File: config.mk
export PLATFORM = sky130hd
export DESIGN_NAME = shift_cmp_slice
export DESIGN_NICKNAME = d
export VERILOG_FILES = /design/src/rtl/shift_cmp_pkg.sv /design/src/rtl/shift_cmp_store.sv /design/src/rtl/shift_cmp_magnitude.sv /design/src/rtl/shift_cmp_status.sv /design/src/rtl/shift_cmp_slice.sv
export SDC_FILE = /design/constraint.sdc
export NUM_CORES = 1
export LEC_CHECK = 0
export ABC_AREA = 1
export ABC_CLOCK_PERIOD_IN_PS = 1600
export BUFFER_PORTS_ARGS = -buffer_cell sky130_fd_sc_hd__buf_2
export CORE_MARGIN = 1
export CORE_UTILIZATION = 44
export DETAILED_ROUTE_END_ITERATION = 10
export PLACE_DENSITY = 0.78
export SLEW_MARGIN = 40
export SYNTH_ARGS = -nofsm -noshare
export SYNTH_HDL_FRONTEND = slang
export SYNTH_HIERARCHICAL = 1
export SYNTH_SLANG_ARGS = --single-unit
export TNS_END_PERCENT = 1
File: constraint.sdc
create_clock -name clk -period 1.6 [get_ports clk]
set_input_delay 0.16 -clock clk [delete_from_list [all_inputs] [get_ports clk]]
set_output_delay 0.16 -clock clk [all_outputs]
set_load 0.1 [all_outputs]
File: src/rtl/shift_cmp_pkg.sv
package shift_cmp_pkg;

    // Register operation, decoded straight from the select pins
    typedef enum logic [1:0] {
        OP_HOLD  = 2'b00,
        OP_READ  = 2'b01,
        OP_SHIFT = 2'b10,
        OP_LOAD  = 2'b11
    } op_e;

    // Relation of the stored word to the bus word
    typedef enum logic [1:0] {
        REL_LT = 2'b00,
        REL_EQ = 2'b01,
        REL_GT = 2'b10
    } rel_e;

endpackage

File: src/rtl/shift_cmp_store.sv
module shift_cmp_store
    import shift_cmp_pkg::*;
#(
    parameter int WIDTH = 8
) (
    input  logic             clk,
    input  logic             rst_n,
    input  op_e              op,
    input  logic             ser_in,
    input  logic [WIDTH-1:0] par_in,
    output logic [WIDTH-1:0] q
);

    localparam int LOW_BITS = WIDTH - 1;

    logic [WIDTH-1:0] q_next;

    // Next-state selection per operation state
    always_comb begin
        unique case (op)
            OP_HOLD:  q_next = q;
            OP_READ:  q_next = q;
            OP_SHIFT: q_next = {q[LOW_BITS-1:0], ser_in};
            OP_LOAD:  q_next = par_in;
        endcase
    end

    // State register
    always_ff @(posedge clk or negedge rst_n) begin
        if (!rst_n) begin
            q <= '0;
        end else begin
            q <= q_next;
        end
    end

    // a load captures the bus
    p_load_r3: assert property (@(posedge clk) disable iff (!rst_n)
        (op == OP_LOAD) |=> (q == $past(par_in)));

    // a shift moves one place up and takes the serial bit at bit 0
    p_shift_r4: assert property (@(posedge clk) disable iff (!rst_n)
        (op == OP_SHIFT) |=> (q == {$past(q[LOW_BITS-1:0]), $past(ser_in)}));

    // hold and read keep the contents
    p_hold_r5: assert property (@(posedge clk) disable iff (!rst_n)
        ((op == OP_HOLD) || (op == OP_READ)) |=> $stable(q));

endmodule

File: src/rtl/shift_cmp_magnitude.sv
module shift_cmp_magnitude
    import shift_cmp_pkg::*;
#(
    parameter int WIDTH = 8
) (
    input  logic [WIDTH-1:0] reg_val,
    input  logic [WIDTH-1:0] bus_val,
    input  logic             signed_mode,
    output rel_e             rel
);

    localparam int TOP = WIDTH - 1;

    logic [WIDTH-1:0] reg_key;
    logic [WIDTH-1:0] bus_key;

    // Inverting the sign bit maps two's complement onto unsigned order
    always_comb begin
        reg_key      = reg_val;
        bus_key      = bus_val;
        reg_key[TOP] = reg_val[TOP] ^ signed_mode;
        bus_key[TOP] = bus_val[TOP] ^ signed_mode;
        if (reg_key == bus_key) begin
            rel = REL_EQ;
        end else if (reg_key > bus_key) begin
            rel = REL_GT;
        end else begin
            rel = REL_LT;
        end
    end

endmodule

File: src/rtl/shift_cmp_status.sv
module shift_cmp_status
    import shift_cmp_pkg::*;
(
    input  rel_e rel,
    input  logic cas_in,
    input  logic stat_off,
    input  logic shifting,
    input  logic msb,
    output logic gt_dn,
    output logic lt_dn,
    output logic eq_dn,
    output logic cas_out
);

    logic gt_hit;
    logic lt_hit;
    logic eq_hit;

    always_comb begin
        gt_hit = 1'b0;
        lt_hit = 1'b0;
        eq_hit = 1'b0;
        unique case (rel)
            REL_GT:  gt_hit = 1'b1;
            REL_LT:  lt_hit = 1'b1;
            REL_EQ:  eq_hit = 1'b1;
            default: eq_hit = 1'b0;
        endcase
    end

    // Active-off lines: a false condition pulls low; cascade input gates GT/LT
    always_comb begin
        gt_dn   = !stat_off && cas_in && !gt_hit;
        lt_dn   = !stat_off && cas_in && !lt_hit;
        eq_dn   = !stat_off && !eq_hit;
        cas_out = shifting ? msb : (cas_in && eq_hit);
    end

endmodule

File: src/rtl/shift_cmp_slice.sv
module shift_cmp_slice
    import shift_cmp_pkg::*;
#(
    parameter int WIDTH = 8
) (
    input  logic             clk,
    input  logic             rst_n,
    input  logic [1:0]       sel,
    input  logic             cas_si,
    input  logic             stat_off,
    input  logic             mode_signed,
    input  logic [WIDTH-1:0] bus_in,
    output logic [WIDTH-1:0] bus_out,
    output logic             bus_oe,
    output logic             cas_so,
    output logic             gt_dn,
    output logic             lt_dn,
    output logic             eq_dn
);

    localparam int TOP = WIDTH - 1;

    op_e              op;
    logic [WIDTH-1:0] q_reg;
    rel_e             rel;

    assign op = op_e'(sel);

    shift_cmp_store #(.WIDTH(WIDTH)) u_store (
        .clk    (clk),
        .rst_n  (rst_n),
        .op     (op),
        .ser_in (cas_si),
        .par_in (bus_in),
        .q      (q_reg)
    );

    shift_cmp_magnitude #(.WIDTH(WIDTH)) u_mag (
        .reg_val     (q_reg),
        .bus_val     (bus_in),
        .signed_mode (mode_signed),
        .rel         (rel)
    );

    shift_cmp_status u_status (
        .rel      (rel),
        .cas_in   (cas_si),
        .stat_off (stat_off),
        .shifting (op == OP_SHIFT),
        .msb      (q_reg[TOP]),
        .gt_dn    (gt_dn),
        .lt_dn    (lt_dn),
        .eq_dn    (eq_dn),
        .cas_out  (cas_so)
    );

    // Bus drivers are on in READ only
    always_comb begin
        bus_oe  = (op == OP_READ);
        bus_out = bus_oe ? q_reg : '0;
    end

    // a driven bus carries the stored word
    p_read_drive_r2: assert property (@(posedge clk) disable iff (!rst_n)
        bus_oe |-> (bus_out == q_reg));

    // an enabled slice pulls exactly two lines
    p_two_pulled_r6: assert property (@(posedge clk) disable iff (!rst_n)
        (!stat_off && cas_si) |-> ($countones({gt_dn, lt_dn, eq_dn}) == 2));

    // with differing signs the negative operand is the smaller one
    p_sign_order_r7: assert property (@(posedge clk) disable iff (!rst_n)
        (mode_signed && !stat_off && cas_si && (q_reg[TOP] != bus_in[TOP]))
            |-> (gt_dn == q_reg[TOP]));

    // status-off releases every line
    p_release_r8: assert property (@(posedge clk) disable iff (!rst_n)
        stat_off |-> (!gt_dn && !lt_dn && !eq_dn));

    // a low cascade input silences GT and LT
    p_gate_r9: assert property (@(posedge clk) disable iff (!rst_n)
        !cas_si |-> (!gt_dn && !lt_dn));

    // outside SHIFT the cascade output reports gated equality
    p_cso_r10: assert property (@(posedge clk) disable iff (!rst_n)
        (op != OP_SHIFT) |-> (cas_so == (cas_si && (q_reg == bus_in))));

endmodule

==> impl_metrics.json, run 1 <==
{
  "wl_um": 2000,
  "hpwl_um": 1590,
  "crit_type": "reg -> out",
  "grt_use_total_pct": 21.8,
  "whs_ns": 0.203,
  "utilization_pct": 70.0,
  "fp.coreArea_mm2": 0.00176,
  "slowest_stage": "dfrtp_1",
  "critPathMaxFanout": 3,
  "post_cts_buffers": 0,
  "largest_reg_flops": 8,
  "place_area_mm2": 0.00118,
  "drv_slew": 0,
  "place_inst": 199,
  "pwr_density_cell_mw_per_mm2": 765,
  "first_pass_iters": 4,
  "io_buffer_count": 27,
  "layout-drive-gt1-share_pct": 34.8,
  "clkLatencyLatePin_ns": 0.27,
  "synth_cells": 138,
  "synth_area_per_cell_um2": 6.10,
  "via_per_inst": 4.38,
  "power_frac_seq_pct": 25.8,
  "antenna_cells": 0,
  "rows": 15,
  "final_area_mm2": 0.00123,
  "dieArea_mm2": 0.00209,
  "grt-ovfl-total": 0,
  "cp_data_required_time_ns": 1.44,
  "grt_pass1_vias": 792,
  "final_antenna_net_count": 0,
  "gp_congestion": 0.810,
  "hold_viol": 0,
  "hp-class": "in -> reg",
  "finalSetupViolCount": 4,
  "synth.distinct_cells": 20,
  "fin_crit_sh_pct": 137,
  "critical_path.cell_chain": "xor2_1 > ha_1 > a21o_2 > nor2_2 > a21oi_4 > nor2_4 > nand2_1 > nand2_4 > buf_12",
  "max-clock-path-buffers": 2,
  "die_y_um": 45.7,
  "start_util_pct": 47.7,
  "ir_worst_vdd_mv": 0.606,
  "ios": 28,
  "slowest_delay_ns": 0.39,
  "grt_setup_unrepaired": "true",
  "power_frac_clock_pct": 18.2,
  "post_drt_wl_per_cell_um": 9.84,
  "cap_violations": 0,
  "worstPathArrival_ns": 2.03,
  "yosysWarningCount": 6,
  "cts_root_buf": "clkbuf_4",
  "relSlewSlack_pct": 67.8,
  "grt_pass1_wl_um": 3170,
  "switching_share_pct": 47.3,
  "numCtsBuffers": 3,
  "worst_pin_slew_ns": 0.487,
  "synth_area_um2": 842,
  "final_cell_count_no_fill": 203,
  "crit_path_end_kind": "output port",
  "synth_nets": 161,
  "violations": "negative setup slack",
  "final_common_cell": "nand2_1",
  "antenna_found_initial": 0,
  "htreeDepth": 1,
  "cts_tree": "done",
  "nets": 203,
  "area_delta_synth_final_pct": 46.7,
  "p_comb_share_pct": 56.0,
  "ys_ff_latch": 8,
  "drc": 0,
  "fmax_ghz": 0.457,
  "worst-path-buf-inv": 1,
  "clkTransAtPathRegs_ns": 0.06,
  "fin_skew_ns": 0.00434,
  "clock_sinks": 8,
  "setup_ws_ns": -0.590,
  "status": "finished with violations",
  "startpoint_type": "register",
  "layout_common_cells": "nand2_1 (41), inv_1 (36), buf_2 (23)",
  "drt_iter0_markers": 15,
  "vias": 889,
  "grt_max_degree": 11,
  "intPower_mw": 0.497,
  "p_sw_mw": 0.447,
  "die_w_um": 45.7,
  "fin_crit_ns": 2.19,
  "critPathTopFamily": "simple AND/OR/NAND/NOR gates",
  "yosysSeqAreaShare_pct": 23.8,
  "p_leak_nw": 0.776
}
==> stage by stage <==
| step | setup TNS, ns | total power, mW | setup slack (ns) |
|---|---|---|---|
| 4_1_cts | -2.30 | 0.944 | -0.601 |
| 2_1_floorplan | -3.34 | 0.614 | -0.421 |
| 5_1_grt | -2.69 | 1.00 | -0.704 |
| 3_3_place_gp | -0.980 | 0.755 | -0.261 |
| 3_5_place_dp | -1.20 | 0.767 | -0.325 |
| 6_report | -2.24 | 0.944 | -0.590 |
==> power groups by stage <==
stage	combinational, mW	sequential, mW	clock [mW]
finish	0.529	0.243	0.172
global route	0.575	0.247	0.180
CTS	0.526	0.242	0.176
detailed placement	0.521	0.245	0
global placement	0.510	0.245	0
floorplan	0.364	0.250	0
==> synthesized netlist by cell type <==
library cell | number | area share (%)
inv_2 | 3 | 1.3
xnor2_1 | 1 | 1.0
nor3_4 | 1 | 1.9
a21oi_2 | 1 | 1.0
nand2_2 | 2 | 1.5
nand2_1 | 42 | 19
nor2_1 | 16 | 7.1
buf_4 | 1 | 0.89
ha_1 | 8 | 12
inv_6 | 1 | 1.0
nand3_1 | 8 | 4.8
a21oi_1 | 3 | 1.8
a21o_2 | 1 | 1.0
xor2_1 | 1 | 1.0
nand2_4 | 1 | 1.3
inv_1 | 37 | 16
buf_6 | 1 | 1.3
dfrtp_1 | 8 | 24
nand3_2 | 1 | 1.2
nor2_2 | 1 | 0.74
==> path summary, 6_finish.rpt <==
path | depth (start not counted) | to | startpoint | slack [ns]
setup / recovery | 9 | cas_so | u_store/q[7] | -0.59
hold / removal | 5 | u_store/q[4] | bus_in[4] | 0.20
setup reg to reg | 5 | u_store/q[4] | u_store/q[3] | 0.74
hold reg to reg | 3 | u_store/q[0] | u_store/q[0] | 0.60
max in group asynchronous | 2 | u_store/q[0] | rst_n | 1.13
min in group asynchronous | 2 | u_store/q[6] | rst_n | 0.28
==> logic make-up (layout without fill, tap and decap cells) <==
family                     count (synthesis)  in the layout  synth area share (%)
and+or+nand+nor                           72             72                  37.3
buffers and inverters                     43             83                  21.1
adders and majority gates                  8              8                  11.9
DFF                                        8              8                  23.8
AOI/OAI and AO/OA                          5              5                  3.86
xor gates and xnor gates                   2              2                  2.08
==> what timing repair did <==
action	in CTS	in global routing
resized for setup	2	2
hold buffers	1	0
setup endpoints to repair	4	4
cloned	0	0
endpoints found under the hold margin	8	0
pin swaps	3	1
==> cell type report <==
type,count,area [um2]
Clock buffer,3,22.5
Fill cell,165,529
Inverter,41,159
Multi-Input combinational cell,87,531
Sequential cell,8,200
Tap cell,25,31.3
Timing Repair Buffer,39,292
==> per-layer routing <==
metal	routed length, um	GRT usage, %	vias to the layer above
met5	0	0	-
met2	1020	38.3	20
met3	49	3.57	4
met1	899	25.5	386
li1	-	-	479
met4	29	10.6	0
==> worst min-delay path: cells and delay by family <==
family	cells	cell delay (ns)
and+or+nand+nor	3	0.15
buffers and inverters	2	0.12
(Power assumes the default switching activity.)
==> run 2: changes to the inputs <==
CELL_PAD_IN_SITES_DETAIL_PLACEMENT = 0   (was not set)
CELL_PAD_IN_SITES_GLOBAL_PLACEMENT = 1   (was not set)
CORE_MARGIN = not set   (was 1)
CORE_UTILIZATION = 30   (was 44)
PLACE_DENSITY = 0.79   (was 0.78)
==> impl_metrics.json, run 2 (synthesized netlist as in run 1, its figures left out) <==
{
  "final_antenna_net_count": 0,
  "io_buffer_count": 27,
  "cp_data_required_time_ns": 1.44,
  "hp-class": "in -> reg",
  "layout-drive-gt1-share_pct": 35.0,
  "power_frac_clock_pct": 17.6,
  "p_comb_share_pct": 57.1,
  "gp_congestion": 0.783,
  "fp.coreArea_mm2": 0.00257,
  "worstPathArrival_ns": 1.99,
  "fin_crit_sh_pct": 134,
  "place_area_mm2": 0.00121,
  "rows": 18,
  "power_frac_seq_pct": 25.4,
  "p_leak_nw": 0.789,
  "start_util_pct": 32.8,
  "ir_worst_vdd_mv": 0.402,
  "fillCellCount": 279,
  "relSlewSlack_pct": 67.9,
  "largest_reg_flops": 8,
  "finalSetupViolCount": 4,
  "nets": 205,
  "drc": 0,
  "fin_skew_ns": 0.00107,
  "worst_pin_slew_ns": 0.484,
  "switching_share_pct": 46.7,
  "crit_type": "reg -> out",
  "antenna_found_initial": 0,
  "whs_ns": 0.214,
  "max-clock-path-buffers": 2,
  "worstRegToRegCells": 5,
  "grt_use_total_pct": 16.5,
  "setup_ws_ns": -0.548,
  "numCtsBuffers": 3,
  "hold_path_depth": 5,
  "dieArea_mm2": 0.00302,
  "fmax_ghz": 0.466,
  "intPower_mw": 0.509,
  "cap_violations": 0,
  "min_from": "bus_in[6]",
  "drv_slew": 0,
  "via_per_inst": 4.22,
  "r2r-start": "u_store/q[1]",
  "hold_viol": 0,
  "cts_root_buf": "clkbuf_4",
  "ios": 28,
  "p_sw_mw": 0.446,
  "wl_um": 2090,
  "final_area_mm2": 0.00126,
  "whs_endpoint": "u_store/q[6]",
  "htreeDepth": 1,
  "final_common_cell": "nand2_1",
  "grt-ovfl-total": 0,
  "clkLatencyLatePin_ns": 0.26,
  "post_drt_wl_per_cell_um": 9.93,
  "grt_pass1_wl_um": 3440,
  "hpwl_um": 1630,
  "fin_crit_ns": 2.15,
  "layout_common_cells": "nand2_1 (41), inv_1 (36), buf_2 (22)",
  "clock_sinks": 8,
  "status": "finished with violations",
  "pwr_density_cell_mw_per_mm2": 758,
  "die_y_um": 55.0,
  "top_usage_layer": "met2",
  "grt.met1_usage_pct": 20.4,
  "cts_tree": "done",
  "vias": 886,
  "area_delta_synth_final_pct": 49.6,
  "critPathMaxFanout": 3,
  "grt_setup_unrepaired": "true",
  "antenna_cells": 0,
  "rrSetupSlack_ns": 0.74,
  "grt_util_met3_pct": 1.64,
  "dp_slack_ns": -0.301,
  "timing.rr.end": "u_store/q[2]",
  "startpoint_type": "register",
  "drt_iter0_markers": 8,
  "grt_pass1_vias": 795,
  "grt_max_degree": 11,
  "p_total_mw": 0.955,
  "crit_path_end_kind": "output port",
  "die_w_um": 55.0,
  "first_pass_iters": 4,
  "grtUsageMet2_pct": 27.9,
  "clkTransAtPathRegs_ns": 0.06,
  "violations": "negative setup slack"
}
-- run 2: final cells by class --
type                    instances  area (um2)  share of cell area [%]
multi-input cells              87         523                    41.5
repair buffers                 41         318                    25.2
flip-flops and latches          8         200                    15.9
inverters                      41         159                    12.6
well taps                      30        37.5                    2.98
clock buffers                   3        22.5                    1.79
-- run 2: power by group through the flow --
stage	combinational, mW	sequential [mW]	clock (mW)
after detailed placement	0.526	0.245	0
final	0.545	0.242	0.168
after CTS	0.548	0.242	0.175
after global routing	0.596	0.245	0.183
after floorplan	0.364	0.250	0
after global placement	0.523	0.244	0
-- run 2: worst max path at each step --
| stage | slack, ns | cells after the start | from | endpoint |
|---|---|---|---|---|
| floorplan | -0.42 | 8 | u_store/q[7] | eq_dn |
| global placement | -0.26 | 9 | u_store/q[7] | cas_so |
| detailed placement | -0.30 | 10 | u_store/q[3] | cas_so |
| CTS | -0.57 | 8 | u_store/q[7] | gt_dn |
| global route | -0.68 | 9 | u_store/q[7] | gt_dn |
| finish | -0.55 | 8 | u_store/q[7] | gt_dn |
-- run 2: critical path, stage by stage, from the launching register on --
cell and delay [ns]:
dfrtp_1 0.39, xor2_1 0.15, ha_1 0.30, a21o_2 0.21, nor2_4 0.10, a21oi_4 0.08, buf_4 0.15, a21oi_4 0.16
buf_12 0.19
-- run 2: what timing repair did --
item,CTS,global route
pin swaps,2,0
endpoints found under the hold margin,8,0
endpoints found under the setup margin,4,4
resized for setup,3,0
hold buffers,1,0
setup buffers,1,0
-- run 2: stage by stage --
stage	TNS (ns)	util [%]	std cells
2_1_floorplan	-3.34	-	138
3_3_place_gp	-0.987	47.2	205
3_5_place_dp	-1.12	47.2	205
4_1_cts	-2.20	49.1	210
5_1_grt	-2.67	49.1	210
6_report	-2.12	49.1	210
-- run 2: layer usage --
| metal | share of wire, % | wire length, um |
|---|---|---|
| met1 | 46 | 964 |
| met3 | 3.0 | 62 |
| met2 | 50 | 1050 |
| met4 | 0.48 | 10 |
| met5 | 0 | 0 |
